<file path="src/rtl/qdec_pkg.sv">
package qdec_pkg;

  localparam int QD_NUM_IN = 4;
  localparam int QD_CH_A   = 0;
  localparam int QD_CH_B   = 1;
  localparam int QD_CH_Z   = 2;
  localparam int QD_CH_AUX = 3;

  typedef enum logic [1:0] {
    MODE_WRAP  = 2'd0,
    MODE_INDEX = 2'd1,
    MODE_ONCE  = 2'd2,
    MODE_ALT   = 2'd3
  } qdec_mode_e;

  typedef struct packed {
    logic up;
    logic dn;
    logic bad;
  } qdec_step_t;

endpackage

</file>
<file path="src/rtl/qdec_in_filter.sv">
module qdec_in_filter #(
  parameter int FILT_W      = 4,
  parameter int SYNC_STAGES = 2
) (
  input  logic              clk,
  input  logic              rst_n,
  input  logic [FILT_W-1:0] len_i,
  input  logic              raw_i,
  output logic              filt_o
);

  localparam int CW = FILT_W + 1;

  logic [SYNC_STAGES-1:0] sync_q, sync_n;
  logic [FILT_W-1:0]      cnt_q, cnt_n;
  logic                   out_q, out_n;
  logic                   sample;
  logic [CW-1:0]          cnt_inc;

  assign sample  = sync_q[SYNC_STAGES-1];
  assign cnt_inc = {1'b0, cnt_q} + CW'(1);

  always_comb begin
    sync_n = {sync_q[SYNC_STAGES-2:0], raw_i};
    out_n  = out_q;
    cnt_n  = cnt_q;
    if (len_i == '0) begin
      out_n = sample;
      cnt_n = '0;
    end else if (sample == out_q) begin
      cnt_n = '0;
    end else if (cnt_inc >= {1'b0, len_i}) begin
      out_n = sample;
      cnt_n = '0;
    end else begin
      cnt_n = cnt_inc[FILT_W-1:0];
    end
  end

  always_ff @(posedge clk or negedge rst_n) begin
    if (!rst_n) begin
      sync_q <= '0;
      cnt_q  <= '0;
      out_q  <= 1'b0;
    end else begin
      sync_q <= sync_n;
      cnt_q  <= cnt_n;
      out_q  <= out_n;
    end
  end

  assign filt_o = out_q;

endmodule

</file>
<file path="src/rtl/qdec_step_decode.sv">
module qdec_step_decode
  import qdec_pkg::*;
(
  input  logic       clk,
  input  logic       rst_n,
  input  logic       a_i,
  input  logic       b_i,
  input  logic       z_i,
  output qdec_step_t step_o,
  output logic       z_rise_o
);

  logic       prev_a_q, prev_b_q, prev_z_q;
  logic [1:0] changed;

  assign changed = {a_i ^ prev_a_q, b_i ^ prev_b_q};

  always_comb begin
    step_o.up  = 1'b0;
    step_o.dn  = 1'b0;
    step_o.bad = 1'b0;
    unique case (changed)
      2'b00: ;
      2'b11: step_o.bad = 1'b1;
      default: begin
        if (prev_a_q ^ b_i) step_o.up = 1'b1;
        else                step_o.dn = 1'b1;
      end
    endcase
  end

  assign z_rise_o = z_i & ~prev_z_q;

  always_ff @(posedge clk or negedge rst_n) begin
    if (!rst_n) begin
      prev_a_q <= 1'b0;
      prev_b_q <= 1'b0;
      prev_z_q <= 1'b0;
    end else begin
      prev_a_q <= a_i;
      prev_b_q <= b_i;
      prev_z_q <= z_i;
    end
  end

endmodule

</file>
<file path="src/rtl/qdec_pos_counter.sv">
module qdec_pos_counter
  import qdec_pkg::*;
#(
  parameter int CNT_W = 16
) (
  input  logic             clk,
  input  logic             rst_n,
  input  qdec_step_t       step_i,
  input  logic             z_rise_i,
  input  logic [1:0]       mode_i,
  input  logic [CNT_W-1:0] max_i,
  input  logic             arm_i,
  input  logic             clr_i,
  output logic [CNT_W-1:0] pos_o,
  output logic             dir_o,
  output logic             err_sticky_o,
  output logic             err_irq_o
);

  qdec_mode_e       mode, mode_q;
  logic [CNT_W-1:0] pos_q, pos_n;
  logic             dir_q, dir_n;
  logic             armed_q, armed_n;
  logic             sticky_q, sticky_n;
  logic             irq_q;
  logic             entering, idx_hit;

  assign mode     = qdec_mode_e'(mode_i);
  assign entering = (mode == MODE_ONCE) && (mode_q != MODE_ONCE);

  always_comb begin
    idx_hit = 1'b0;
    unique case (mode)
      MODE_INDEX: idx_hit = z_rise_i;
      MODE_ONCE:  idx_hit = z_rise_i && (armed_q || entering || arm_i);
      default:    idx_hit = 1'b0;
    endcase
  end

  always_comb begin
    pos_n = pos_q;
    dir_n = dir_q;
    if (step_i.up) dir_n = 1'b1;
    if (step_i.dn) dir_n = 1'b0;
    if (idx_hit) begin
      pos_n = '0;
    end else if (step_i.up) begin
      pos_n = (pos_q >= max_i) ? '0 : pos_q + CNT_W'(1);
    end else if (step_i.dn) begin
      pos_n = (pos_q == '0) ? max_i : pos_q - CNT_W'(1);
    end
  end

  always_comb begin
    armed_n = armed_q;
    if (idx_hit && (mode == MODE_ONCE)) armed_n = 1'b0;
    else if (entering || arm_i)         armed_n = 1'b1;
  end

  always_comb begin
    sticky_n = sticky_q;
    if (step_i.bad)  sticky_n = 1'b1;
    else if (clr_i)  sticky_n = 1'b0;
  end

  always_ff @(posedge clk or negedge rst_n) begin
    if (!rst_n) begin
      pos_q    <= '0;
      dir_q    <= 1'b0;
      armed_q  <= 1'b0;
      sticky_q <= 1'b0;
      irq_q    <= 1'b0;
      mode_q   <= MODE_WRAP;
    end else begin
      pos_q    <= pos_n;
      dir_q    <= dir_n;
      armed_q  <= armed_n;
      sticky_q <= sticky_n;
      irq_q    <= step_i.bad;
      mode_q   <= mode;
    end
  end

  assign pos_o        = pos_q;
  assign dir_o        = dir_q;
  assign err_sticky_o = sticky_q;
  assign err_irq_o    = irq_q;

endmodule

</file>
<file path="src/rtl/qdec_position_unit.sv">
module qdec_position_unit
  import qdec_pkg::*;
#(
  parameter int CNT_W  = 16,
  parameter int FILT_W = 4
) (
  input  logic              clk,
  input  logic              rst_n,
  input  logic              enc_a_i,
  input  logic              enc_b_i,
  input  logic              enc_z_i,
  input  logic              enc_aux_i,
  input  logic [FILT_W-1:0] cfg_filt_len_i,
  input  logic [1:0]        cfg_mode_i,
  input  logic [CNT_W-1:0]  cfg_max_i,
  input  logic              arm_once_i,
  input  logic              err_clr_i,
  output logic [CNT_W-1:0]  pos_o,
  output logic              dir_o,
  output logic              err_sticky_o,
  output logic              err_irq_o,
  output logic              aux_filt_o
);

  logic [QD_NUM_IN-1:0] raw_in, filt_in;
  qdec_step_t           step;
  logic                 z_rise;
  logic                 step_up, step_dn, step_bad;

  assign raw_in[QD_CH_A]   = enc_a_i;
  assign raw_in[QD_CH_B]   = enc_b_i;
  assign raw_in[QD_CH_Z]   = enc_z_i;
  assign raw_in[QD_CH_AUX] = enc_aux_i;

  for (genvar gi = 0; gi < QD_NUM_IN; gi++) begin : g_filt
    qdec_in_filter #(.FILT_W(FILT_W), .SYNC_STAGES(2)) u_filt (
      .clk    (clk),
      .rst_n  (rst_n),
      .len_i  (cfg_filt_len_i),
      .raw_i  (raw_in[gi]),
      .filt_o (filt_in[gi])
    );
  end

  qdec_step_decode u_dec (
    .clk      (clk),
    .rst_n    (rst_n),
    .a_i      (filt_in[QD_CH_A]),
    .b_i      (filt_in[QD_CH_B]),
    .z_i      (filt_in[QD_CH_Z]),
    .step_o   (step),
    .z_rise_o (z_rise)
  );

  qdec_pos_counter #(.CNT_W(CNT_W)) u_cnt (
    .clk          (clk),
    .rst_n        (rst_n),
    .step_i       (step),
    .z_rise_i     (z_rise),
    .mode_i       (cfg_mode_i),
    .max_i        (cfg_max_i),
    .arm_i        (arm_once_i),
    .clr_i        (err_clr_i),
    .pos_o        (pos_o),
    .dir_o        (dir_o),
    .err_sticky_o (err_sticky_o),
    .err_irq_o    (err_irq_o)
  );

  assign step_up    = step.up;
  assign step_dn    = step.dn;
  assign step_bad   = step.bad;
  assign aux_filt_o = filt_in[QD_CH_AUX];

endmodule

</file>
<file path="config.mk">
export PLATFORM = sky130hd
export DESIGN_NAME = qdec_position_unit
export DESIGN_NICKNAME = d
export VERILOG_FILES = /design/src/rtl/qdec_pkg.sv /design/src/rtl/qdec_in_filter.sv /design/src/rtl/qdec_step_decode.sv /design/src/rtl/qdec_pos_counter.sv /design/src/rtl/qdec_position_unit.sv
export SDC_FILE = /design/constraint.sdc
export NUM_CORES = 1
export LEC_CHECK = 0
export ABC_AREA = 1
export BUFFER_PORTS_ARGS = -buffer_cell sky130_fd_sc_hd__clkbuf_2
export CORE_MARGIN = 2
export CORE_UTILIZATION = 60
export DETAILED_ROUTE_END_ITERATION = 12
export GPL_TIMING_DRIVEN = 0
export PLACE_DENSITY = 0.83
export SYNTH_ARGS = -nofsm -noshare
export SYNTH_HDL_FRONTEND = slang
export SYNTH_HIERARCHICAL = 1
export SYNTH_SLANG_ARGS = --single-unit
</file>
<file path="constraint.sdc">
create_clock -name clk -period 3.2 [get_ports clk]
set_input_delay 0.64 -clock clk [delete_from_list [all_inputs] [get_ports clk]]
set_output_delay 0.64 -clock clk [all_outputs]
set_load 0.03 [all_outputs]
</file>
## Yosys cells after proc, flatten, opt, wreduce, memory -nomap -nowiden

Cells that the tools add are included.

| cells by class | value |
|---|---|
| add/subtract/negate cells | 6 |
| order comparisons | 5 |
| equal/unequal tests | 12 |
| mux-type cells | 40 |
| bitwise logic cells | 5 |
| reduce and logical (&&, ||, !) cells | 22 |

Operators by type and width:

| kind | number |
|---|---|
| 16-bit two-way mux | 5 |
| 4-bit two-way mux | 12 |
| 1-bit two-way mux | 21 |
| 4-bit by 1-bit adder with 5-bit output (second input constant) | 4 |
| 5-bit by 4-bit >= comparator with 1-bit output | 4 |
| 16-bit by 1-bit adder with 16-bit output (second input constant) | 1 |
| 16-bit >= comparator | 1 |
| 16-bit logical NOT | 1 |
| 16-bit by 1-bit subtractor with 16-bit output (second input constant) | 1 |
| 2-bit nonzero test | 7 |
| 2-bit != test (second input constant) | 4 |
| 2-bit AND reduction | 4 |
| 1-bit == test | 4 |
| 2-bit == test (second input constant) | 2 |
| 4-bit logical NOT | 1 |
| 1-bit logical AND | 3 |
| 1-bit logical OR | 3 |
| 3-bit nonzero test | 1 |
| 1-bit bitwise XOR | 3 |
| 2-bit by 1-bit == test with 1-bit output (second input constant) | 1 |
| 2-bit logical NOT | 1 |
| 2-bit two-way mux | 1 |
| 2-bit by 1-bit != test with 1-bit output (second input constant) | 1 |
| 1-bit case mux with 2 select lines | 1 |
| other kinds (3) | 3 |

| word-level totals | value |
|---|---|
| bits in registers | 53 |
| bits of input ports | 30 |
| output and inout port bits | 20 |
| word-level logic and storage cells | 111 |

## Logic depth before layout (Yosys ltp)

| depth | value |
|---|---|
| word-level depth | 8 |
| mapped depth | 15 |
| gate-level depth less buffers | 14 |

## Modules after synthesis

The synthesis kept the hierarchy.

Modules (own cells, without submodules):

| module | instances | cells each | area each (um^2) | sequential area each (um^2) |
|---|---|---|---|---|
| qdec_pos_counter | 1 | 414 | 2556.2 | 550.5 |
| qdec_in_filter | 4 | 45 | 402.9 | 175.2 |
| qdec_step_decode | 1 | 19 | 153.9 | 75.1 |

## Worst setup path after synthesis

OpenSTA, ideal clock, no wires.

| timing | value |
|---|---|
| path kind | in2reg |
| from | input port cfg_max_i[15] |
| to | register u_cnt.pos_q[0] (netlist: u_cnt/pos_o[0]) |
| setup time | 0.066 ns |
| arrival time | 1.876 ns |
| required time | 3.134 ns |
| setup slack | 1.258 ns |
| stages on the path | 10 |
| path buffers | 1 |
| path through | inv_1 ha_1 a21oi_1 o21ai_0 nor2_1 nand2_1 buf_2 o21ai_0 nand2_1 nand2_1 |

| between the ends | value |
|---|---|
| cells in the longest elaborated chain, start to end | 4 |

RTL lines:

| what | line | RTL |
|---|---|---|
| start: declaration | qdec_position_unit.sv:15 | `input logic [CNT_W-1:0] cfg_max_i,` |
| 16-bit >= comparator | qdec_pos_counter.sv:48 | `pos_n = (pos_q >= max_i) ? '0 : pos_q + CNT_W'(1);` |
| 16-bit two-way mux | qdec_pos_counter.sv:48 |  |
| 16-bit two-way mux | qdec_pos_counter.sv:47 | `end else if (step_i.up) begin` |
| 16-bit two-way mux | qdec_pos_counter.sv:45 | `if (idx_hit) begin` |
| end signal: assignment | qdec_pos_counter.sv:75 | `pos_q <= pos_n;` |
| end: declaration | qdec_pos_counter.sv:21 | `logic [CNT_W-1:0] pos_q, pos_n;` |

No other way between the ends.
A chain may end at the register's enable or synchronous reset.

==> results_dict.tcl <==
set metrics [dict create \
    yosysWarnings 6 \
    netlist_top_cells_area "dfrtp_1 31%, nand2_1 17%, ha_1 12%" \
    dr_total_vias 4064 \
    critPathRequiredTime_ns 3.42 \
    place_hpwl_microns 7663 \
    rows 30 \
    dp_slack_ns 0.7856 \
    layout-drive-gt1-share 0.1687 \
    io_buffers 49 \
    tritoncts "yes" \
    synth_top_area_frac 0.3069 \
    cts_buffers 5 \
    ctsHoldBuffers 0 \
    via_per_inst 5.305 \
    layout_setup_ws_ns 0.6756 \
    setup_tns_ns 0 \
    h-tree-depth 2 \
    postRouteAntennaNets 0 \
    syn-num-nets 685 \
    rsz0062_at_grt "no" \
    fin_skew_ns 0.007063 \
    dr.pass1.iters 5 \
    drc_errors 0 \
    nFillCells 611 \
    gp_congestion 0.9582 \
    die_w_microns 88.87 \
    yosysTopAreaCell "dfrtp_1" \
    netlist_top_cells_count "193 x nand2_1, 85 x inv_1, 55 x nor2_1" \
    path_class "reg -> reg" \
    ys_seq_elements 53 \
    setup_viol 0 \
    grt_pass1_wl_microns 16980 \
    synth.most_common_cell "nand2_1" \
    nets 741 \
    hold_viol_final 0 \
    min_period_ns 2.524 \
    grt_usage 0.2743 \
    num_antenna_cells 0 \
    multi_input_area_sq_um 2542 \
    synth_area_sq_um 4322 \
    tightest_slew_ns 0.6685 \
    synth_ff_type "dfrtp_1" \
    syn_inst 613 \
    clock-sinks 53 \
    drtIter0Drc 233 \
    slew_headroom 0.5544 \
    synth.distinct_cells 31 \
    endpoint_kind "flop" \
    yosysSeqAreaShare 0.3069 \
    area_growth_pct 11.38 \
    async_flop_share 1.000 \
    pin_count 50 \
    grt_pass1_vias 3813 \
    grt_max_degree 54 \
    fmaxAchievable_ghz 0.3961 \
    worstPathArrival_ns 2.74 \
    p_per_area_nw_per_um2 1086 \
    clk_pin_slew_ns 0.10 \
    post-route-period-util 0.7889 \
    leakage_nw 2.714 \
    maxSlewViolCount 0 \
    die_h_microns 88.87 \
    clk_path_buf_depth 2 \
    clkLatencyLatePin_ns 0.31 \
    wl_microns 10040 \
    cts_setup_buffers 0 \
    start_kind "flop" \
    post_cts_resized 0 \
    crit_path_max_fanout 10 \
    hp-class "in -> async" \
    synth_area_per_cell_sq_um 7.050 \
    outcome "finished, final reports clean" \
    synth_edf_count 0 \
    final-seq-area_sq_um 1326 \
    start_util 0.6291 \
    grt_antenna_before_repair 0 \
    max_cap_violations 0 \
    wl_per_cell_microns 13.11 \
    core_region_area_sq_um 6869 \
    die-area_sq_um 7898 \
    clockRootBuffer "clkbuf_8" \
    vdd_drop_max_mv 0.5257 \
    overflow 0 \
]
final timing paths:
path / cells past startpoint / start / slack (ns) / to
hold / removal: 1 / rst_n / 0.35 / g_filt[3].u_filt/cnt_q[0]
min in group clk: 0 / g_filt[0].u_filt/sync_q[0] / 0.36 / g_filt[0].u_filt/sync_q[1]
setup / recovery: 12 / g_filt[1].u_filt/filt_o / 0.68 / u_cnt/pos_o[13]
max in group asynchronous: 1 / rst_n / 2.40 / g_filt[0].u_filt/cnt_q[0]
setup reg to reg: 12 / g_filt[1].u_filt/filt_o / 0.68 / u_cnt/pos_o[13]
hold reg to reg: 0 / g_filt[0].u_filt/sync_q[0] / 0.36 / g_filt[0].u_filt/sync_q[1]
cell families (layout without fill, tap and decap cells):
kind of cell	count (synthesis)	after routing	synth area share
compound gates	54	54	0.06949
xor+xnor	29	29	0.06572
fa+ha+maj	42	42	0.1216
buf+inv	106	163	0.1048
flops	53	53	0.3069
simple gates	329	329	0.3315
sequential cells by signal, indices dropped and copies added, names as in the netlist:
register,flops
g_filt.u_filt/cnt_q,16
g_filt.u_filt/filt_o,4
g_filt.u_filt/sync_q,8
u_cnt/armed_q,1
u_cnt/dir_o,1
u_cnt/err_irq_o,1
u_cnt/err_sticky_o,1
u_cnt/mode_q,2
u_cnt/pos_o,16
u_dec/prev_a_q,1
u_dec/prev_b_q,1
u_dec/prev_z_q,1
worst max-delay path, stage by stage, from the launching register on:
cell	delay, ns
dfrtp_1	0.47
xor2_1	0.19
ha_1	0.29
inv_1	0.07
nor2_1	0.05
buf_2	0.17
inv_1	0.25
buf_1	0.55
o21ai_1	0.14
inv_1	0.08
a21oi_1	0.06
nand2_1	0.07
nand2_1	0.04
placed cells by master (no fill, tap or decap), types with 6 or more instances in the layout:
master,count
nand2_2,8
clkbuf_8,6
buf_2,8
inv_1,85
nand4_1,6
ha_1,42
o21ai_1,11
nand3_1,43
dfrtp_1,53
o21ai_0,14
buf_6,6
a21oi_1,20
nand2_1,193
nor2_2,11
nor2_1,55
clkbuf_2,48
xor2_1,22
cell type report:
cell class / instances / share of cell area
buffer: 16 / 0.02391
clock buffer: 6 / 0.01716
clock inverter: 2 / 0.008578
inverter: 90 / 0.07018
multi-input combinational: 454 / 0.5282
sequential: 53 / 0.2755
tap: 96 / 0.02495
timing repair buffer: 49 / 0.05147
routing by layer:
layer,vias to the layer above,track usage,part of all wire
met3,16,0.05037,0.079
met1,1853,0.3747,0.46
met5,-,0,0
met2,164,0.4383,0.45
met4,0,0.09366,0.017
li1,2031,-,-
stage by stage:
| step | power, mW | hold WS [ns] | area (sq um) | utilization | std cells |
|---|---|---|---|---|---|
| after floorplan | 3.765 | 0.3312 | 4322 | - | 613 |
| after global placement | 4.531 | 0.3324 | 4687 | 0.6823 | 758 |
| after detailed placement | 4.629 | 0.3363 | 4687 | 0.6823 | 758 |
| after CTS | 5.161 | 0.3605 | 4811 | 0.7004 | 766 |
| after global routing | 5.748 | 0.3622 | 4813 | 0.7007 | 766 |
| final | 5.226 | 0.3454 | 4813 | 0.7007 | 766 |
report_power, final:
| part | internal [mW] | total [mW] | leakage, nW | switching, mW |
|---|---|---|---|---|
| registers | 0.915 | 1.17 | 0.669 | 0.254 |
| logic | 1.19 | 3.56 | 1.98 | 2.37 |
| clock network | 0.260 | 0.498 | 0.0633 | 0.238 |
No activity file was read; power rests on OpenSTA's default activity.
